===== src/rtl/dint_pkg.sv =====
package dint_pkg;

    localparam int DINT_REG_W  = 32;
    localparam int DINT_STAT_W = 8;

    // flag positions the display engine drives
    typedef enum int {
        EV_FRAME_END   = 1,
        EV_FRAME_START = 2
    } dint_evt_e;

    // per-flag write command
    typedef struct packed {
        logic wr;    // a register write happens this cycle
        logic keep;  // written status bit value (1 keeps, 0 clears)
    } bit_cmd_t;

    // next value of one sticky flag; an event wins over a clear
    function automatic logic flag_next(logic cur, logic evt, bit_cmd_t c);
        return evt | (cur & (~c.wr | c.keep));
    endfunction

endpackage


===== src/rtl/dint_status_bank.sv =====
module dint_status_bank
    import dint_pkg::*;
#(
    parameter int STAT_W = DINT_STAT_W
) (
    input  logic              clk,
    input  logic              rst,
    input  logic [STAT_W-1:0] evt,
    input  logic              wr,
    input  logic [STAT_W-1:0] keep,
    output logic [STAT_W-1:0] status
);

    for (genvar k = 0; k < STAT_W; k++) begin : g_flag
        bit_cmd_t cmd;
        logic     flag_q;

        assign cmd.wr   = wr;
        assign cmd.keep = keep[k];

        always_ff @(posedge clk) begin
            if (rst) flag_q <= 1'b0;
            else     flag_q <= flag_next(flag_q, evt[k], cmd);
        end

        assign status[k] = flag_q;

        assert_set_R2: assert property (@(posedge clk) disable iff (rst)
            evt[k] |=> flag_q);
        assert_sticky_R2: assert property (@(posedge clk) disable iff (rst)
            (flag_q && !(wr && !keep[k])) |=> flag_q);
        assert_clear_R5: assert property (@(posedge clk) disable iff (rst)
            (wr && !keep[k] && !evt[k]) |=> !flag_q);
        assert_no_spurious_set_R5: assert property (@(posedge clk) disable iff (rst)
            (!flag_q && !evt[k]) |=> !flag_q);
    end

endmodule


===== src/rtl/dint_upper_reg.sv =====
module dint_upper_reg #(
    parameter int W = 24
) (
    input  logic         clk,
    input  logic         rst,
    input  logic         wr,
    input  logic [W-1:0] wdata,
    output logic [W-1:0] q
);

    always_ff @(posedge clk) begin
        if (rst)     q <= '0;
        else if (wr) q <= wdata;
    end

    assert_load_R4: assert property (@(posedge clk) disable iff (rst)
        wr |=> (q == $past(wdata)));
    assert_hold_R4: assert property (@(posedge clk) disable iff (rst)
        !wr |=> $stable(q));

endmodule


===== src/rtl/dint_irq_gate.sv =====
module dint_irq_gate #(
    parameter int STAT_W = 8
) (
    input  logic [STAT_W-1:0] status,
    input  logic [STAT_W-1:0] enable,
    output logic              irq
);

    logic [STAT_W-1:0] pend;

    for (genvar k = 0; k < STAT_W; k++) begin : g_pend
        assign pend[k] = status[k] & enable[k];
    end

    assign irq = |pend;

endmodule


===== src/rtl/dint_ctrl.sv =====
module dint_ctrl
    import dint_pkg::*;
#(
    parameter int REG_W  = DINT_REG_W,
    parameter int STAT_W = DINT_STAT_W
) (
    input  logic              clk,
    input  logic              rst,
    input  logic [STAT_W-1:0] evt_i,
    input  logic              wr_en_i,
    input  logic [REG_W-1:0]  wr_data_i,
    output logic [REG_W-1:0]  rd_data_o,
    output logic              irq_o
);

    localparam int UP_W = REG_W - STAT_W;

    logic [STAT_W-1:0] status;
    logic [UP_W-1:0]   upper_q;

    dint_status_bank #(.STAT_W(STAT_W)) u_status (
        .clk    (clk),
        .rst    (rst),
        .evt    (evt_i),
        .wr     (wr_en_i),
        .keep   (wr_data_i[STAT_W-1:0]),
        .status (status)
    );

    dint_upper_reg #(.W(UP_W)) u_upper (
        .clk   (clk),
        .rst   (rst),
        .wr    (wr_en_i),
        .wdata (wr_data_i[REG_W-1:STAT_W]),
        .q     (upper_q)
    );

    dint_irq_gate #(.STAT_W(STAT_W)) u_gate (
        .status (status),
        .enable (upper_q[STAT_W-1:0]),
        .irq    (irq_o)
    );

    assign rd_data_o = {upper_q, status};

    assert_irq_cause_R7: assert property (@(posedge clk) disable iff (rst)
        $rose(irq_o) |-> $past(wr_en_i || (evt_i != '0)));
    assert_zero_write_R8: assert property (@(posedge clk) disable iff (rst)
        (wr_en_i && wr_data_i == '0 && evt_i == '0) |=> (rd_data_o == '0 && !irq_o));

endmodule


===== config.mk =====
export PLATFORM = sky130hd
export DESIGN_NAME = dint_ctrl
export DESIGN_NICKNAME = d
export VERILOG_FILES = /design/src/rtl/dint_pkg.sv /design/src/rtl/dint_status_bank.sv /design/src/rtl/dint_upper_reg.sv /design/src/rtl/dint_irq_gate.sv /design/src/rtl/dint_ctrl.sv
export SDC_FILE = /design/constraint.sdc
export NUM_CORES = 1
export LEC_CHECK = 0
export BUFFER_PORTS_ARGS = -buffer_cell sky130_fd_sc_hd__buf_2
export CELL_PAD_IN_SITES_DETAIL_PLACEMENT = 0
export CELL_PAD_IN_SITES_GLOBAL_PLACEMENT = 1
export CORE_UTILIZATION = 34
export CTS_BUF_LIST = sky130_fd_sc_hd__clkbuf_8
export CTS_CLUSTER_SIZE = 16
export DETAILED_ROUTE_END_ITERATION = 8
export HOLD_SLACK_MARGIN = 0.15
export PLACE_DENSITY = 0.95
export RECOVER_POWER = 25
export SLEW_MARGIN = 15
export SYNTH_ARGS = -nofsm -noshare
export SYNTH_HDL_FRONTEND = slang
export SYNTH_SLANG_ARGS = --single-unit
export TNS_END_PERCENT = 20

===== constraint.sdc =====
create_clock -name clk -period 2.1 [get_ports clk]
set_clock_uncertainty 0.2 [all_clocks]
set_input_delay 0.42 -clock clk [delete_from_list [all_inputs] [get_ports clk]]
set_output_delay 0.42 -clock clk [all_outputs]
set_load 0.1 [all_outputs]

Word level (Yosys, flattened, before mapping)
Cells that the tools add are included.

cells by class
  $mul = 0
  equality and inequality tests = 0
  divide/modulo/power cells = 0
  bitwise operators = 33
  reduce and logical (&&, ||, !) cells = 1
  add/subtract/negate cells = 0
  muxes and demuxes = 0
  shift operators = 0
  magnitude comparators = 0

operators with widths
  kind              count
  $and A1 B1 Y1     16
  $or A1 B1 Y1      16
  $reduce_or A8 Y1  1
  $not A1 Y1        1

word-level totals
  logic and storage cells = 43
  flip-flop bits (word level) = 32
  memories kept = 0
  bits in latches = 0
  bits in read-only memories = 0
  memory bits (writable) = 0

Logic depth before layout (Yosys ltp)
Gate-level depths: netlist (run 1).

  depth after elaboration = 4
  gate-level depth with buffers = 4

Hierarchy
Synthesis (run 1) repeated with hierarchy kept, for this count alone.

second synthesis, totals
  cells, all modules = 123
  area, all modules = 1343.8 sq um

modules (own cells, without submodules)
  module            instances  seq. area each (sq um)  area each (sq um)  cells each
  dint_upper_reg    1          480.5                   869.6              77
  dint_status_bank  1          160.2                   437.9              41
  dint_irq_gate     1          0.0                     36.3               5

Worst setup path after synthesis (run 1)
Ideal clock, no wire load.

  kind = flip-flop to output port
  start point = register u_upper.q[4]
  end point = output port irq_o
  path buffers = 0
  cell stages (with the launch flop) = 3
  arrival = 1.979 ns
  path slack = -0.499 ns
  cell sequence = dfxtp_1 -> a22oi_1 -> nand4_1

on the way
  longest elaborated chain between the ends = 2

RTL lines
  element                   line                  source
  start: declaration        dint_upper_reg.sv:8   output logic [W-1:0] q
  start signal: assignment  dint_upper_reg.sv:13  else if (wr) q <= wdata;
  $and A1 B1 Y1             dint_irq_gate.sv:12   assign pend[k] = status[k] & enable[k];
  $reduce_or A8 Y1          dint_irq_gate.sv:15   assign irq = |pend;
  end: declaration          dint_ctrl.sv:13       output logic irq_o

No other way between the ends.

Final worst setup path (run 1)
  start point = register u_status.g_flag[6].flag_q
  end point = output port irq_o

on the way
  longest elaborated chain between the ends = 2

RTL lines
  element                   line                    source
  start: declaration        dint_status_bank.sv:16  logic flag_q;
  start signal: assignment  dint_status_bank.sv:23  else flag_q <= flag_next(flag_q, evt[k], cmd);
  $and A1 B1 Y1             dint_irq_gate.sv:12
  $reduce_or A8 Y1          dint_irq_gate.sv:15

No other way between the ends.

==> reports/summary.txt, run 1 <==
CP Capture Type: output port
Hold Crit Endpoint: u_status.g_flag[5].flag_q
Worst setup SP type: register
CTS Buffer Depth: 2
RD Place Congestion: 0.691
Starting Density: 36.4%
Routed length per placed instance: 11.2 µm
RSZ-0062 raised after global routing: false
Power Density: 913 nW/µm²
Slowest CP cell: buf_2
First-pass GRT wire length: 4500 µm
Measured slew at the worst slew-check pin: 0.930 ns
WP buf/inv: 1
Max cap viols: 0
# DRC: 0
Ant diodes: 0
Htree depth: 2
Vias: 1072
FF-to-FF setup slack: 1.21 ns
Area of the multi-input gates: 490 µm²
Layout filler cell count: 348
Achievable Freq: 0.531 GHz
Share of cells above drive strength 1: 45.1%
Share of the synthesized area in the top cell type: 51.1%
Total CTS buffers: 5
Sequential Area: 671 µm²
HP Class: input port to register
GRT Util Overall: 14.5%
Initial DRC Count: 48
CTS root buffer: clkbuf_8
First-pass iteration count of the detailed router: 2
Via density: 4.45
Worst r2r path cells: 2
Synth top area cells: dfxtp_1 (51%), mux2i_1 (19%), nor2_1 (9.6%), buf_4 (4.8%), a21oi_1 (3.2%)
DP Wirelength: 2020 µm
Cells after synthesis: 123
Primary FF master, synth: dfxtp_1
Slew Limit Fails: 0
Required @ worst endpoint: 1.48 ns
Final period util: 89.6%
Row cnt: 21
Vias in the first global route: 1042
Largest net degree at the start of global routing: 33
Crit path max-delay family: buffers and inverters
Synth warn: 0
Final Net Count: 237
WHS: 0.152 ns
CP Depth: 3
Mapped Nets: 166
Register area share after synthesis: 51.1%
CTS tree: done
Post-cts resize count: 0
Clock Latency Late Sink: 0.27 ns
Crit path time final: 1.88 ns
Total power: 0.00156 W
VDD IR max: 464 µV
Synth async-reset ratio: 0%
Synthesis-to-layout area growth: 36.1%
Ports: 76
Outcome: completed
Hold depth: 3
Post-synth cell types: 12
R2r endpoint: u_upper.q[4]
Worst path arrival time: 1.26 ns
Post-synth EDFFs: 0
Die width: 62.7 µm
Slew headroom: 38.0%
CP max stage delay: 0.42 ns
CTS Sinks: 32
Port-buffer cells: 75
Reg2reg start: u_upper.q[4]
Antenna violations before repair: 0
Hold_buf cts: 1
Die area: 3930 µm²
Area leader, netlist: dfxtp_1
Clock transition at path regs: 0.07 ns
Final Hold Vio Count: 0
Placeable Area: 3440 µm²
Setup violations, final: 0
Crit-path cells: a22oi_1 > nand4_1 > buf_2
GRT overflow: 0
Final ANT Viol Nets: 0
CP Max Fanout: 3
Total wire length: 2710 µm
Postcts setup bufs: 0
Height of the die: 62.7 µm
Mapped Area: 1250 µm²
Flops & latches, synth: 32
Leak Pwr: 0.898 nW
Hold Crit Start: evt_i[5]
Mean Syn Cell Area: 10.2 µm²
Crit Path Category: register to output port
Top cells by count, synth: dfxtp_1 (32), nor2_1 (32), mux2i_1 (24)
-- layout by cell type (no fill, tap or decap), drive strengths merged --
cell type	Yosys	routed
dlygate4sd3	0	1
a21oi	8	8
clkbuf	3	7
mux2i	24	24
dfxtp	32	32
a22oi	4	4
or2b	3	3
nand2b	5	5
nor2	32	32
clkinv	0	2
inv	0	1
buf	11	75
nand4	1	1
-- registers in the layout, indices dropped and copies added (netlist names) --
signal	flops
u_status.g_flag.flag_q	8
u_upper.q	24
-- worst max path at each step --
stage / from / to / slack (ns)
after floorplan: u_upper.q[6] / irq_o / -0.07
after CTS: u_status.g_flag[6].flag_q / irq_o / 0.21
after detailed placement: wr_en_i / u_upper.q[20] / 0.50
final: u_status.g_flag[6].flag_q / irq_o / 0.22
after global routing: u_status.g_flag[6].flag_q / irq_o / 0.14
after global placement: wr_en_i / u_upper.q[8] / 0.52
-- metal layers --
layer / GRT usage (%) / wire length (µm) / up-vias
li1: - / - / 541
met1: 18.0 / 1280 / 475
met2: 23.5 / 1200 / 56
met3: 4.56 / 233 / 0
met4: 5.23 / 0 / 0
met5: 0 / 0 / -
-- through the flow --
| stage | setup WS, ns | instance area [µm²] | cells | utilization (%) | TNS (ns) |
|---|---|---|---|---|---|
| floorplan | -0.0740 | 1280 | 123 | - | -0.0740 |
| global placement | 0.519 | 1620 | 232 | 47.1 | 0 |
| detailed placement | 0.502 | 1620 | 232 | 47.1 | 0 |
| CTS | 0.209 | 1710 | 241 | 49.7 | 0 |
| global route | 0.136 | 1710 | 241 | 49.6 | 0 |
| finish | 0.218 | 1710 | 241 | 49.6 | 0 |
-- final cells by class --
| class | instances | share of cell area [%] |
|---|---|---|
| Sequential cell | 32 | 39.3 |
| Multi-Input combinational cell | 77 | 28.7 |
| Timing Repair Buffer | 78 | 23.9 |
| Clock buffer | 5 | 4.03 |
| Tap cell | 46 | 3.37 |
| Clock inverter | 3 | 0.660 |
-- power breakdown --
part           switching, W  internal (W)
Combinational      0.000370     0.0000980
Sequential        0.0000222      0.000642
Clock              0.000205      0.000221
-- logic make-up after synthesis --
| kind of cell | share of synthesized area, % |
|---|---|
| AND/OR/NAND/NOR | 14.4 |
| flip-flops | 51.1 |
| multiplexers | 19.2 |
| buffers and inverters | 9.78 |
| AO/OA/AOI/OAI | 5.59 |
-- worst register-to-register path, stage by stage (launching register included) --
cell and delay, ns:
dfxtp_4 0.35, mux2i_1 0.16, nor2_1 0.06
Note: power is estimated with default switching activity, not from simulation.
==> inputs of run 2 (changes only) <==
==> constraint.sdc (replaced) <==
create_clock -name clk -period 2.1 [get_ports clk]
set_clock_uncertainty 0.2 [all_clocks]
set_input_delay 0.21 -clock clk [delete_from_list [all_inputs] [get_ports clk]]
set_output_delay 0.21 -clock clk [all_outputs]
set_load 0.1 [all_outputs]
==> run 2 against run 1 <==
Total power up 7.9%. Utilization up 11 points. Clock power up 13%. Combinational power up 13%. Clock-buffer cell count up 1. Global-route usage up 3.9 points. Setup slack better by 0.15 ns. Critical path type is now input port to register. Highest routed layer is now met4.
==> reports/summary.txt, run 2 (synthesis results as in run 1) <==
Sequential Area: 651 µm²
Hold depth: 2
CTS Sinks: 32
Worst path arrival time: 1.68 ns
GRT Util Overall: 18.4%
RD Place Congestion: 0.743
Crit-path cells: buf_2 > or2b_1 > a21oi_1 > dlygate4sd3_1 > nor2_1
Ports: 76
CTS Buffer Depth: 2
Power Density: 806 nW/µm²
Final instance area: 2090 µm²
Leak Pwr: 1.07 nW
Vias in the first global route: 1242
Leading cell type in the layout, fill and taps excluded: buf_2
HP Class: input port to register
Final Hold Vio Count: 0
First-pass GRT wire length: 5490 µm
Final ANT Viol Nets: 0
Clock Latency Late Sink: 0.28 ns
Required @ worst endpoint: 2.05 ns
Worst setup SP type: input port
Total wire length: 3410 µm
Clock transition at path regs: 0.07 ns
First-pass iteration count of the detailed router: 4
VDD IR max: 490 µV
Initial DRC Count: 28
Outcome: completed
Share of cells above drive strength 1: 39.5%
R2r endpoint: u_status.g_flag[3].flag_q
Total CTS buffers: 5
Layout filler cell count: 312
Port-buffer cells: 75
Via density: 4.47
Highest-count cells in the layout ignoring fill and taps: buf_2 (75), dlygate4sd3_1 (40), nor2_1 (32)
Slew Limit Fails: 0
Worst r2r path cells: 3
CTS tree: done
Area of the multi-input gates: 490 µm²
Final period util: 82.4%
Placeable Area: 3440 µm²
Max cap viols: 0
Height of the die: 62.7 µm
DP Wirelength: 2020 µm
Row cnt: 21
CP Max Fanout: 19
CTS root buffer: clkbuf_8
Synthesis-to-layout area growth: 66.5%
Slowest CP cell: dlygate4sd3_1
Postcts setup bufs: 0
Setup violations, final: 0
Fin Setup TNS: 0 ns
Total power: 0.00168 W
Dpl cell area: 1590 µm²
GRT overflow: 0
Hold Crit Start: rst
Max reg flops: 24
Die width: 62.7 µm
Largest net degree at the start of global routing: 33
Slew headroom: 61.4%
Measured slew at the worst slew-check pin: 0.579 ns
Largest reg by FF count: u_upper.q
Vias: 1247
Reg2reg start: u_status.g_flag[3].flag_q
Top flop regs: u_upper.q (24), u_status.g_flag.flag_q (8)
Ant diodes: 0
Htree depth: 2
CP Capture Type: register
FF-to-FF setup slack: 0.68 ns
Routed length per placed instance: 12.2 µm
CP max stage delay: 0.59 ns
Starting Density: 36.4%
Post-cts resize count: 0
Die area: 3930 µm²
Final Net Count: 275
Hold Crit Endpoint: u_status.g_flag[6].flag_q
Antenna violations before repair: 0
RSZ-0062 raised after global routing: false
Crit Path Category: input port to register
Crit path time final: 1.73 ns
# DRC: 0
Achievable Freq: 0.578 GHz
## run 2: power breakdown
| group | switching (W) | total (W) | internal [W] |
|---|---|---|---|
| clock network | 0.000218 | 0.000480 | 0.000261 |
| logic | 0.000382 | 0.000531 | 0.000149 |
| registers | 0.0000237 | 0.000671 | 0.000647 |
## run 2: area by class of cell
class                      count  area share (%)
clock inverter                 2           0.480
clock buffer                   6            3.96
multi-input combinational     77            23.5
timing repair buffer         116            38.1
tap                           46            2.76
sequential                    32            31.2
## run 2: metal layers
layer | global-route usage [%] | vias up | wire length, µm
met3 | 4.74 | 8 | 110
met4 | 11.0 | 0 | 96
met2 | 34.8 | 37 | 1900
met5 | 0 | - | 0
met1 | 17.6 | 585 | 1300
li1 | - | 617 | -
## run 2: critical path, delay by kind of cell
kind | cells | cell delay, ns
simple gates | 2 | 0.31
compound gates | 1 | 0.16
buf+inv | 2 | 0.99
## run 2: metrics by stage
| stage | hold WS, ns | setup WS [ns] | instances | util [%] |
|---|---|---|---|---|
| finish | 0.213 | 0.369 | 279 | 60.6 |
| global route | 0.230 | 0.269 | 279 | 60.6 |
| CTS | 0.212 | 0.411 | 279 | 60.6 |
| detailed placement | 0.224 | 0.640 | 231 | 46.3 |
| global placement | 0.218 | 0.663 | 231 | 46.3 |
| floorplan | 0.0824 | 0.0579 | 123 | - |
## run 2: worst max path at each step
stage,startpoint,to,cells after the start
floorplan,u_upper.q[6],irq_o,2
global placement,wr_en_i,u_status.g_flag[6].flag_q,5
detailed placement,wr_en_i,u_upper.q[15],4
CTS,u_status.g_flag[4].flag_q,irq_o,3
global route,wr_en_i,u_status.g_flag[3].flag_q,5
finish,wr_en_i,u_status.g_flag[3].flag_q,5
## run 2: repair_timing
action | CTS | global route
endpoints found under the setup margin | 0 | 0
hold buffers | 40 | 0
endpoints found under the hold margin | 32 | 0
==> inputs of run 3 (changes only) <==
CORE_UTILIZATION = 31   (was 34)
PLACE_DENSITY = 0.9   (was 0.95)
clock period = 1.8 ns   (was 2.1 ns; I/O delays follow)
==> run 3 against run 2 <==
Clock power rose by 6.7%. Non-clock buffer count increased by 2. Wire length up 1.4%. Total power increased by 14%. Combinational power is 17% higher. Global-route usage decreased by 0.92 points. Register-to-register slack worse by 0.30 ns. Setup slack got worse by 0.24 ns. Largest power group unchanged.
==> reports/summary.txt, run 3 (synthesis results as in run 1) <==
First-pass GRT wire length: 5610 µm
Crit path time final: 1.67 ns
Slew Limit Fails: 0
Total power: 0.00191 W
Row cnt: 22
Leak Pwr: 1.07 nW
Max reg flops: 24
Largest reg by FF count: u_upper.q
CTS tree: done
Measured slew at the worst slew-check pin: 0.555 ns
Ports: 76
Routed length per placed instance: 12.2 µm
Via density: 4.39
Clock transition at path regs: 0.06 ns
Post-cts resize count: 0
Die width: 65.6 µm
Ant diodes: 0
Final ANT Viol Nets: 0
DP Wirelength: 1970 µm
Leading cell type in the layout, fill and taps excluded: buf_2
Required @ worst endpoint: 1.42 ns
Final Net Count: 277
Inst Count DP: 234
GRT Util Overall: 17.5%
Final instance area: 2100 µm²
CP Capture Type: output port
CTS root buffer: clkbuf_8
CTS Sinks: 32
CP Max Fanout: 3
Final Hold Vio Count: 0
Slew headroom: 63.0%
Postcts setup bufs: 0
Max cap viols: 0
Starting Density: 33.2%
RSZ-0062 raised after global routing: false
Worst path arrival time: 1.29 ns
CTS Buffer Depth: 2
Achievable Freq: 0.599 GHz
Vias: 1242
# DRC: 0
Power Density: 909 nW/µm²
Total CTS buffers: 5
Setup violations, final: 0
Synthesis-to-layout area growth: 67.6%
RD Place Congestion: 0.680
Crit Path Category: register to output port
Routed length on met1: 1430 µm
Clock Latency Late Sink: 0.28 ns
VDD IR max: 438 µV
Top routing layer in use: met4
Vias in the first global route: 1317
HP Class: input port to register
Highest-count cells in the layout ignoring fill and taps: buf_2 (74), dlygate4sd3_1 (41), nor2_1 (32)
Finished Layout Cells: 283
Met3 routed WL: 272 µm
Top flop regs: u_upper.q (24), u_status.g_flag.flag_q (8)
Layout filler cell count: 333
First-pass iteration count of the detailed router: 4
Die area: 4300 µm²
Htree depth: 2
Total wire length: 3460 µm
Area of the multi-input gates: 490 µm²
Sequential Area: 671 µm²
Dpl cell area: 1610 µm²
Final period util: 92.7%
GRT overflow: 0
Hold_buf cts: 41
Largest net degree at the start of global routing: 33
Outcome: completed
Placeable Area: 3770 µm²
Worst setup SP type: register
Height of the die: 65.6 µm
Initial DRC Count: 72
Port-buffer cells: 75
Antenna violations before repair: 0
Met2 routed WL: 1700 µm
Share of cells above drive strength 1: 37.9%
## run 3: cell count changes in the layout (fill, tap and decap cells not counted), sizes merged
cell	previous run	this run
clkbuf	6	5
inv	0	1
dlygate4sd3	40	41
buf	76	77
## run 3: layout make-up
cell class	instances	area share, %
timing repair buffer	118	38.1
sequential	32	31.9
tap	48	2.86
multi-input combinational	77	23.3
clock inverter	3	0.536
clock buffer	5	3.28
## run 3: per-layer routing
layer / vias up / GRT usage, %
li1: 627 / -
met1: 542 / 17.6
met2: 66 / 32.7
met3: 7 / 4.17
met4: 0 / 9.24
met5: - / 0
## run 3: worst paths after layout
check | endpoint | cells past startpoint | start | slack, ns
worst min-delay path | u_upper.q[15] | 2 | rst | 0.16
worst max register to register | u_status.g_flag[6].flag_q | 3 | u_status.g_flag[6].flag_q | 0.38
worst max-delay path | irq_o | 3 | u_status.g_flag[6].flag_q | 0.13
worst min register to register | u_upper.q[23] | 2 | u_upper.q[23] | 0.29
## run 3: per-stage QoR
stage / setup TNS [ns] / hold WS (ns) / utilization, % / setup WS [ns]
2_1_floorplan: -0.134 / 0.0524 / - / -0.134
3_3_place_gp: 0 / 0.189 / 42.7 / 0.456
3_5_place_dp: 0 / 0.192 / 42.7 / 0.441
4_1_cts: 0 / 0.183 / 55.7 / 0.126
5_1_grt: 0 / 0.203 / 55.7 / 0.0395
6_report: 0 / 0.164 / 55.7 / 0.131
## run 3: worst max-delay path, stage by stage, from the launching register on
cell and delay, ns:
dfxtp_1 0.36, a22oi_1 0.11, nand4_1 0.10, buf_2 0.43
## run 3: where the power goes
part           internal [W]  total (W)  switching, W  leakage (nW)
clock network      0.000257   0.000512      0.000255        0.0444
logic              0.000174   0.000622      0.000448         0.754
registers          0.000749   0.000776     0.0000272         0.270
